==> src/rtl/bch_enc_pkg.sv <==
package bch_enc_pkg;

    typedef enum logic {
        PH_DATA = 1'b0,
        PH_PAR  = 1'b1
    } phase_e;

    // number of whole bytes needed for m*t check bits
    function automatic int par_bytes(input int m, input int t);
        return (m * t + 7) / 8;
    endfunction

endpackage

==> src/rtl/bch_poly_sel.sv <==
module bch_poly_sel #(
    parameter int M      = 5,
    parameter int T_MAX  = 3,
    parameter int PW     = M * T_MAX,
    parameter int TW     = $clog2(T_MAX + 1),
    parameter logic [T_MAX*PW-1:0] GEN_LO = {15'h0FAF, 15'h0369, 15'h0005}
) (
    input  logic [TW-1:0] t_sel,
    output logic [PW-1:0] g_al
);

    logic [PW-1:0] cand [T_MAX];

    // each generator is left aligned so the feedback tap is always the MSB
    for (genvar gi = 0; gi < T_MAX; gi++) begin : g_ent
        localparam int SH = PW - M * (gi + 1);
        assign cand[gi] = GEN_LO[gi*PW +: PW] << SH;
    end

    always_comb begin
        g_al = '0;
        for (int i = 0; i < T_MAX; i++) begin
            if (int'(t_sel) == i + 1) g_al = cand[i];
        end
    end

endmodule

==> src/rtl/bch_lfsr.sv <==
module bch_lfsr #(
    parameter int PW = 15
) (
    input  logic          clk,
    input  logic          rst_n,
    input  logic          clr,
    input  logic          absorb,
    input  logic          drain,
    input  logic [7:0]    din,
    input  logic [PW-1:0] g_al,
    output logic [7:0]    top_byte
);

    logic [PW-1:0] r_d, r_q;
    logic [PW-1:0] acc;
    logic          fb;

    always_comb begin
        r_d = r_q;
        acc = r_q;
        fb  = 1'b0;
        if (clr) begin
            r_d = '0;
        end else if (absorb) begin
            for (int i = 0; i < 8; i++) begin
                fb  = din[7-i] ^ acc[PW-1];
                acc = {acc[PW-2:0], 1'b0} ^ (fb ? g_al : '0);
            end
            r_d = acc;
        end else if (drain) begin
            r_d = r_q << 8;
        end
    end

    always_ff @(posedge clk or negedge rst_n) begin
        if (!rst_n) r_q <= '0;
        else        r_q <= r_d;
    end

    assign top_byte = r_q[PW-1 -: 8];

endmodule

==> src/rtl/bch_enc_ctrl.sv <==
module bch_enc_ctrl
    import bch_enc_pkg::*;
#(
    parameter int M       = 5,
    parameter int T_MIN   = 1,
    parameter int T_MAX   = 3,
    parameter int K_BYTES = 2,
    parameter int TSW     = 4,
    parameter int TW      = $clog2(T_MAX + 1)
) (
    input  logic           clk,
    input  logic           rst_n,
    input  logic           in_valid,
    input  logic [TSW-1:0] in_tsel,
    input  logic           out_ready,
    output logic           in_ready,
    output logic           out_valid,
    output logic           out_last,
    output logic           sel_par,
    output logic           absorb,
    output logic           drain,
    output logic           clr,
    output logic [TW-1:0]  t_eff,
    output logic [TW-1:0]  t_hold
);

    localparam int NPB_MAX = par_bytes(M, T_MAX);
    localparam int CNT_MAX = (K_BYTES > NPB_MAX) ? K_BYTES : NPB_MAX;
    localparam int CW      = $clog2(CNT_MAX + 1);

    typedef struct packed {
        phase_e        phase;
        logic [CW-1:0] cnt;
        logic [TW-1:0] t;
    } st_t;

    st_t           s_d, s_q;
    logic [TW-1:0] t_in;
    logic [CW-1:0] last_idx;

    always_comb begin
        if (int'(in_tsel) < T_MIN)      t_in = TW'(T_MIN);
        else if (int'(in_tsel) > T_MAX) t_in = TW'(T_MAX);
        else                            t_in = in_tsel[TW-1:0];

        last_idx  = CW'(par_bytes(M, int'(s_q.t)) - 1);
        s_d       = s_q;
        in_ready  = 1'b0;
        out_valid = 1'b0;
        out_last  = 1'b0;
        sel_par   = 1'b0;
        absorb    = 1'b0;
        drain     = 1'b0;
        clr       = 1'b0;
        t_eff     = s_q.t;

        if (s_q.phase == PH_DATA) begin
            in_ready  = out_ready;
            out_valid = in_valid;
            if (s_q.cnt == '0) t_eff = t_in;
            if (in_valid && out_ready) begin
                absorb = 1'b1;
                if (s_q.cnt == '0) s_d.t = t_in;
                if (s_q.cnt == CW'(K_BYTES - 1)) begin
                    s_d.phase = PH_PAR;
                    s_d.cnt   = '0;
                end else begin
                    s_d.cnt = s_q.cnt + 1'b1;
                end
            end
        end else begin
            sel_par   = 1'b1;
            out_valid = 1'b1;
            out_last  = (s_q.cnt == last_idx);
            if (out_ready) begin
                if (out_last) begin
                    clr       = 1'b1;
                    s_d.phase = PH_DATA;
                    s_d.cnt   = '0;
                end else begin
                    drain   = 1'b1;
                    s_d.cnt = s_q.cnt + 1'b1;
                end
            end
        end
    end

    always_ff @(posedge clk or negedge rst_n) begin
        if (!rst_n) begin
            s_q.phase <= PH_DATA;
            s_q.cnt   <= '0;
            s_q.t     <= TW'(T_MIN);
        end else begin
            s_q <= s_d;
        end
    end

    assign t_hold = s_q.t;

endmodule

==> src/rtl/bch_sel_enc.sv <==
module bch_sel_enc #(
    parameter int M       = 5,
    parameter int T_MIN   = 1,
    parameter int T_MAX   = 3,
    parameter int K_BYTES = 2,
    parameter int TSW     = 4,
    parameter logic [T_MAX*M*T_MAX-1:0] GEN_LO = {15'h0FAF, 15'h0369, 15'h0005}
) (
    input  logic           clk,
    input  logic           rst_n,
    input  logic           in_valid,
    output logic           in_ready,
    input  logic [7:0]     in_data,
    input  logic [TSW-1:0] in_tsel,
    output logic           out_valid,
    input  logic           out_ready,
    output logic [7:0]     out_data,
    output logic           out_last
);

    localparam int PW = M * T_MAX;
    localparam int TW = $clog2(T_MAX + 1);

    logic          sel_par, absorb, drain, clr;
    logic [TW-1:0] t_eff, t_hold;
    logic [PW-1:0] g_al;
    logic [7:0]    par_byte;

    bch_enc_ctrl #(
        .M(M), .T_MIN(T_MIN), .T_MAX(T_MAX), .K_BYTES(K_BYTES), .TSW(TSW), .TW(TW)
    ) i_ctrl (
        .clk      (clk),
        .rst_n    (rst_n),
        .in_valid (in_valid),
        .in_tsel  (in_tsel),
        .out_ready(out_ready),
        .in_ready (in_ready),
        .out_valid(out_valid),
        .out_last (out_last),
        .sel_par  (sel_par),
        .absorb   (absorb),
        .drain    (drain),
        .clr      (clr),
        .t_eff    (t_eff),
        .t_hold   (t_hold)
    );

    bch_poly_sel #(
        .M(M), .T_MAX(T_MAX), .PW(PW), .TW(TW), .GEN_LO(GEN_LO)
    ) i_psel (
        .t_sel(t_eff),
        .g_al (g_al)
    );

    bch_lfsr #(
        .PW(PW)
    ) i_lfsr (
        .clk     (clk),
        .rst_n   (rst_n),
        .clr     (clr),
        .absorb  (absorb),
        .drain   (drain),
        .din     (in_data),
        .g_al    (g_al),
        .top_byte(par_byte)
    );

    assign out_data = sel_par ? par_byte : in_data;

endmodule

==> config.mk <==
export PLATFORM = sky130hd
export DESIGN_NAME = bch_sel_enc
export DESIGN_NICKNAME = d
export VERILOG_FILES = /design/src/rtl/bch_enc_pkg.sv /design/src/rtl/bch_poly_sel.sv /design/src/rtl/bch_lfsr.sv /design/src/rtl/bch_enc_ctrl.sv /design/src/rtl/bch_sel_enc.sv
export SDC_FILE = /design/constraint.sdc
export NUM_CORES = 1
export LEC_CHECK = 0
export ABC_AREA = 0
export BUFFER_PORTS_ARGS = -buffer_cell sky130_fd_sc_hd__buf_2
export CORE_MARGIN = 5
export CORE_UTILIZATION = 30
export DETAILED_ROUTE_END_ITERATION = 12
export SYNTH_ARGS = -nofsm -noshare
export SYNTH_HDL_FRONTEND = slang
export SYNTH_HIERARCHICAL = 1
export SYNTH_SLANG_ARGS = --single-unit
==> constraint.sdc <==
create_clock -name clk -period 6.2 [get_ports clk]
set_input_delay 0.31 -clock clk [delete_from_list [all_inputs] [get_ports clk]]
set_output_delay 0.31 -clock clk [all_outputs]
set_load 0.01 [all_outputs]
==> impl_results.md, run 1 <==
* Final Setup Violations at 0
* CP startpoint kind: flop
* Final net count at 471
* GRT overflow at 0
* CTS Hold Bufs at 0
* H-tree Lvls at 1
* Worst Skew at 2.432 ps
* Share of cells above drive strength 1 at 0.1375
* Ports at 27
* Max Root-Sink Buffers at 2
* Crit path launch: i_ctrl/s_q[2]$_DFFE_PN0P_
* FF-to-FF Start: i_ctrl/s_q[2]$_DFFE_PN0P_
* Slew Limit Fails at 0
* Die width at 120.1 um
* CTS Buf Count at 3
* CP peak stage delay at approximately 770 ps
* Total die area at 14430 um^2
* Most frequent cells in the layout: nand2_1, xnor2_1, buf_2
* Final hold violations at 0
* Crit-path slowest cell: and2b_2
* Initial DRC count at 223
* Setup TNS at 0 ps
* Fin crit period at 5597 ps
* First-pass GRT wire length at around 15000 um
* First-pass DRT Iterations at 4
* Cell Area, Synth at 3640 um^2
* CTS resizes at 0
* RD Place Congestion at 0.8229
* Slew @ Worst Pin at 1159 ps
* Port bufs at 26
* Vias/cell at 5.286
* Clock transition at path regs at 60 ps
* Post-CTS Setup Inserts at 0
* Vias in the first global route at roughly 3000
* Vias post-DR at 3161
* Post-Syn Instances at between 400 and 500
* Residual DRC at 0
* Final Cycle Share at 0.9027
* Overall die height at 120.1 um
* Critical path class: flop to flop
* Worst Setup End Kind: flop
* Worst path arrival time at just under 6000 ps
* Crit-path cells: inv_1 > ha_1 > nor4b_1 > o2bb2ai_1 > o21ai_0 > and2b_2 > clkinv_1 > o21ai_1 > and2_1 > nand2_1 > xnor2_1 > xnor3_2 > or3_1 > a211oi_2 > buf_4 > o21ai_1 > xnor2_1 > nand4_1 > nand3_1
* Warnings, synthesis at 6
* Status: finished, final reports clean
* Initial core utilization at 0.3043
* TritonCTS clock tree: done
* Largest net degree at the start of global routing at 56
* Final wirelength at 9007 um
* Internal reg-to-reg setup slack at 600 ps
* Worst Path Max Fanout at between 40 and 50
* Commonest non-fill, non-tap cell in the layout: nand2_1
* Area of the core at 11960 um^2
* RSZ-0062 raised after global routing: no
* Initial antenna violation count at 0
* GRT Util Overall at 0.1237
* DRT antenna net count at 0
* F_max at 0.1787 GHz
* Clk sink count at 20
* P&R area growth vs syn at 5.259%
* DP HPWL at 6506 um
* Diodes inserted at 0
* Row Count at 40
* Syn Area/Cell at 7.794 um^2
* CTS root buffer: clkbuf_16
* Required time of the worst setup path at 6390 ps
* Hold/Removal Path Class: input port to async pin
* Max-slew headroom at 0.2255
* Max_cap viols at 0
* WL/cell at 15.06 um
* Worst-skew pair later-pin latency at roughly 250 ps
[final timing paths]
| path | end | cells after the start |
|---|---|---|
| max | i_lfsr/r_q[3]$_DFFE_PN0P_ | 19 |
| min | i_lfsr/r_q[1]$_DFFE_PN0P_ | 1 |
| max reg2reg | i_lfsr/r_q[3]$_DFFE_PN0P_ | 19 |
| min reg2reg | i_ctrl/t_hold[0]$_DFFE_PN1P_ | 2 |
| max in group asynchronous | i_ctrl/t_hold[0]$_DFFE_PN1P_ | 1 |
| min in group clk | i_ctrl/t_hold[0]$_DFFE_PN1P_ | 3 |
[state kept, by name, summed over array words and instances, names as in the netlist]
name           count
i_ctrl/s_q         3
i_ctrl/t_hold      2
i_lfsr/r_q        15
[layout make-up]
class | instances | area, um^2
clock buffers | 3 | 75.07
multi-input cells | 384 | 2816
clock inverters | 1 | 30.03
repair buffers | 34 | 190.2
flip-flops and latches | 20 | 501.7
inverters | 9 | 33.78
fillers | 1259 | 8130
well taps | 147 | 183.9
[metal layers]
layer | track usage | vias up | wire length (um)
li1 | - | 1575 | -
met1 | 0.1738 | 1500 | 4152
met2 | 0.2058 | 72 | 4361
met3 | 0.005655 | 14 | 331
met4 | 0.03508 | 0 | 161
met5 | 0 | - | 0
[critical path: cells and delay by family (launching register included)]
| kind | cells | cell delay (ps) |
|---|---|---|
| AOI/OAI and AO/OA | 5 | 900 |
| xor gates and xnor gates | 3 | 1080 |
| adders and majority gates | 1 | 230 |
| buffers and inverters | 3 | 590 |
| DFF | 1 | 420 |
| and+or+nand+nor | 7 | 2340 |
[per-stage QoR]
step,hold WS [ps],util,cell area [um^2],instances,worst slack [ps]
after floorplan,14.41,-,3643,468,1468
after global placement,305.7,0.3115,3726,594,825.6
after detailed placement,303.9,0.3115,3726,594,659.9
after CTS,27.98,0.3203,3831,598,645.3
after global routing,43.75,0.3203,3831,598,115.3
final,18.34,0.3203,3831,598,603.2
Power of run 1 is not shown: default switching activity piles up to over one toggle a cycle in this logic, so the estimate is an artifact.
==> run 2: changes to the inputs <==
--- a/config.mk
+++ b/config.mk
@@ -7,9 +7,12 @@
 export LEC_CHECK = 0
 export ABC_AREA = 0
 export BUFFER_PORTS_ARGS = -buffer_cell sky130_fd_sc_hd__buf_2
+export CORE_ASPECT_RATIO = 0.75
 export CORE_MARGIN = 5
 export CORE_UTILIZATION = 30
+export CTS_BUF_LIST = sky130_fd_sc_hd__clkbuf_8
 export DETAILED_ROUTE_END_ITERATION = 12
+export GPL_TIMING_DRIVEN = 0
 export SYNTH_ARGS = -nofsm -noshare
 export SYNTH_HDL_FRONTEND = slang
 export SYNTH_HIERARCHICAL = 1
==> impl_results.md, run 2 (synthesis results as in run 1) <==
* Status: finished, final reports clean
* Die width at roughly 140 um
* Crit path buf inv count at 5
* H-tree Lvls at 1
* RD Place Congestion at 0.8836
* Cell family with most CP delay: simple AND/OR/NAND/NOR gates
* Required time of the worst setup path at roughly 6300 ps
* Total die area at 14460 um^2
* Final Cycle Share at 0.9259
* CTS Hold Bufs at 0
* Register bank with the most flops: i_lfsr/r_q
* Share of cells above drive strength 1 at 0.1660
* Initial core utilization at 0.3100
* CP startpoint kind: flop
* WL/cell at 15.48 um
* Max reg flops at 15
* Max-slew headroom at 0.5817
* Final Setup Violations at 0
* Clk sink count at 20
* First-pass DRT Iterations at 5
* Fin crit period at 5740 ps
* DRT antenna net count at 0
* First-pass GRT wire length at 17330 um
* Max Root-Sink Buffers at 2
* Final net count at 520
* Final hold violations at 0
* Hold WS at 5.346 ps
* Clock transition at path regs at 70 ps
* Crit-path slowest cell: or3_1
* Overall die height at ~110 um
* Vias/cell at 5.299
* Most frequent cells in the layout: nand2_1, xnor2_1, clkbuf_1
* Diodes inserted at 0
* TritonCTS clock tree: done
* DP HPWL at 8194 um
* RSZ-0062 raised after global routing: no
* Slew @ Worst Pin at 622.9 ps
* Crit-path cells: inv_1 > ha_1 > nor4b_1 > o2bb2ai_1 > o21ai_0 > and2b_2 > buf_4 > clkbuf_1 > clkinvlp_4 > o21ai_1 > and2_1 > nand2_1 > xnor2_1 > xnor3_2 > or3_1 > a211oi_4 > buf_4 > o21ai_1 > xnor2_1 > a211o_1 > o211ai_1
* Worst Setup End Kind: flop
* GRT Util Overall at 0.1448
* Ports at 27
* Worst-skew pair later-pin latency at ~260 ps
* Initial antenna violation count at 0
* Vias post-DR at 3508
* P&R area growth vs syn at 11.89%
* Hold/Removal Path Class: input port to async pin
* Max_cap viols at 0
* Residual DRC at 0
* Worst path arrival time at 5860 ps
* CTS Buf Count at 3
* CTS root buffer: clkbuf_8
* Worst Path Max Fanout at 10
* Worst Skew at 1.710 ps
* Row Count at 34
* GRT overflow at 0
* Largest net degree at the start of global routing at 21
* CP peak stage delay at ~450 ps
* Initial DRC count at 282
* Area of the core at 11740 um^2
* Commonest non-fill, non-tap cell in the layout: nand2_1
* Port bufs at 26
* F_max at 0.1742 GHz
* Critical path class: flop to flop
* Number of fill cells at 1263
* Setup TNS at 0 ps
* Slew Limit Fails at 0
* Final wirelength at 10250 um
* Vias in the first global route at 3343
[run 2: cell types whose count changed in the layout (fill, tap and decap cells not counted), sizes merged]
| cell | change |
|---|---|
| clkinv | -1 |
| bufinv | -1 |
| buf | +18 |
| clkinvlp | +1 |
| clkbuf | +32 |
[run 2: path summary, 6_finish.rpt]
| check | from | to | slack [ps] | cells after the start |
|---|---|---|---|---|
| max in group asynchronous | rst_n | i_ctrl/t_hold[0]$_DFFE_PN1P_ | 5840 | 1 |
| min | rst_n | i_lfsr/r_q[1]$_DFFE_PN0P_ | 5 | 1 |
| max reg2reg | i_ctrl/s_q[2]$_DFFE_PN0P_ | i_lfsr/r_q[9]$_DFFE_PN0P_ | 460 | 21 |
| min reg2reg | i_ctrl/t_hold[0]$_DFFE_PN1P_ | i_ctrl/t_hold[0]$_DFFE_PN1P_ | 500 | 2 |
| max | i_ctrl/s_q[2]$_DFFE_PN0P_ | i_lfsr/r_q[9]$_DFFE_PN0P_ | 460 | 21 |
| min in group clk | in_tsel[1] | i_ctrl/t_hold[0]$_DFFE_PN1P_ | 370 | 3 |
[run 2: worst register-to-register path: cells and delay by family, from the launching register on]
kind	cells	cell delay, ps
flops	1	420
buf+inv	5	1050
xor+xnor	3	1030
compound gates	7	1420
simple gates	5	1430
fa+ha+maj	1	240
[run 2: stage by stage]
| stage | cell area (um^2) | utilization | instances | worst slack [ps] |
|---|---|---|---|---|
| floorplan | 3643 | - | 468 | 1468 |
| global placement | 3976 | 0.3387 | 656 | 495.7 |
| detailed placement | 3976 | 0.3387 | 656 | 330.5 |
| CTS | 4031 | 0.3434 | 660 | 306.2 |
| global route | 4073 | 0.3469 | 662 | 98.78 |
| finish | 4073 | 0.3469 | 662 | 459.6 |
[run 2: layout make-up]
| class | count | area, um^2 | share of cell area |
|---|---|---|---|
| tap | 162 | 202.7 | 0.04977 |
| timing repair buffer | 28 | 145.1 | 0.03564 |
| sequential | 20 | 501.7 | 0.1232 |
| multi-input combinational | 384 | 2830 | 0.6949 |
| inverter | 9 | 37.54 | 0.009217 |
| clock buffer | 4 | 55.05 | 0.01352 |
| buffer | 55 | 300.3 | 0.07373 |
[run 2: what timing repair did]
| item | in CTS | in global routing |
|---|---|---|
| endpoints found under the setup margin | 0 | 12 |
| buffers inserted | 0 | 2 |
| resized for setup | 0 | 5 |
[run 2: metal layers]
metal  global-route usage  share of wire  vias to the layer above  routed length, um
met5                    0              0                        -                  0
met4              0.02849          0.014                        0                143
met3             0.006190          0.060                       18                613
met2               0.2190           0.42                      133               4334
met1               0.2272           0.50                     1682               5157
li1                     -              -                     1675                  -
Power of run 2 is left out for the same reason.
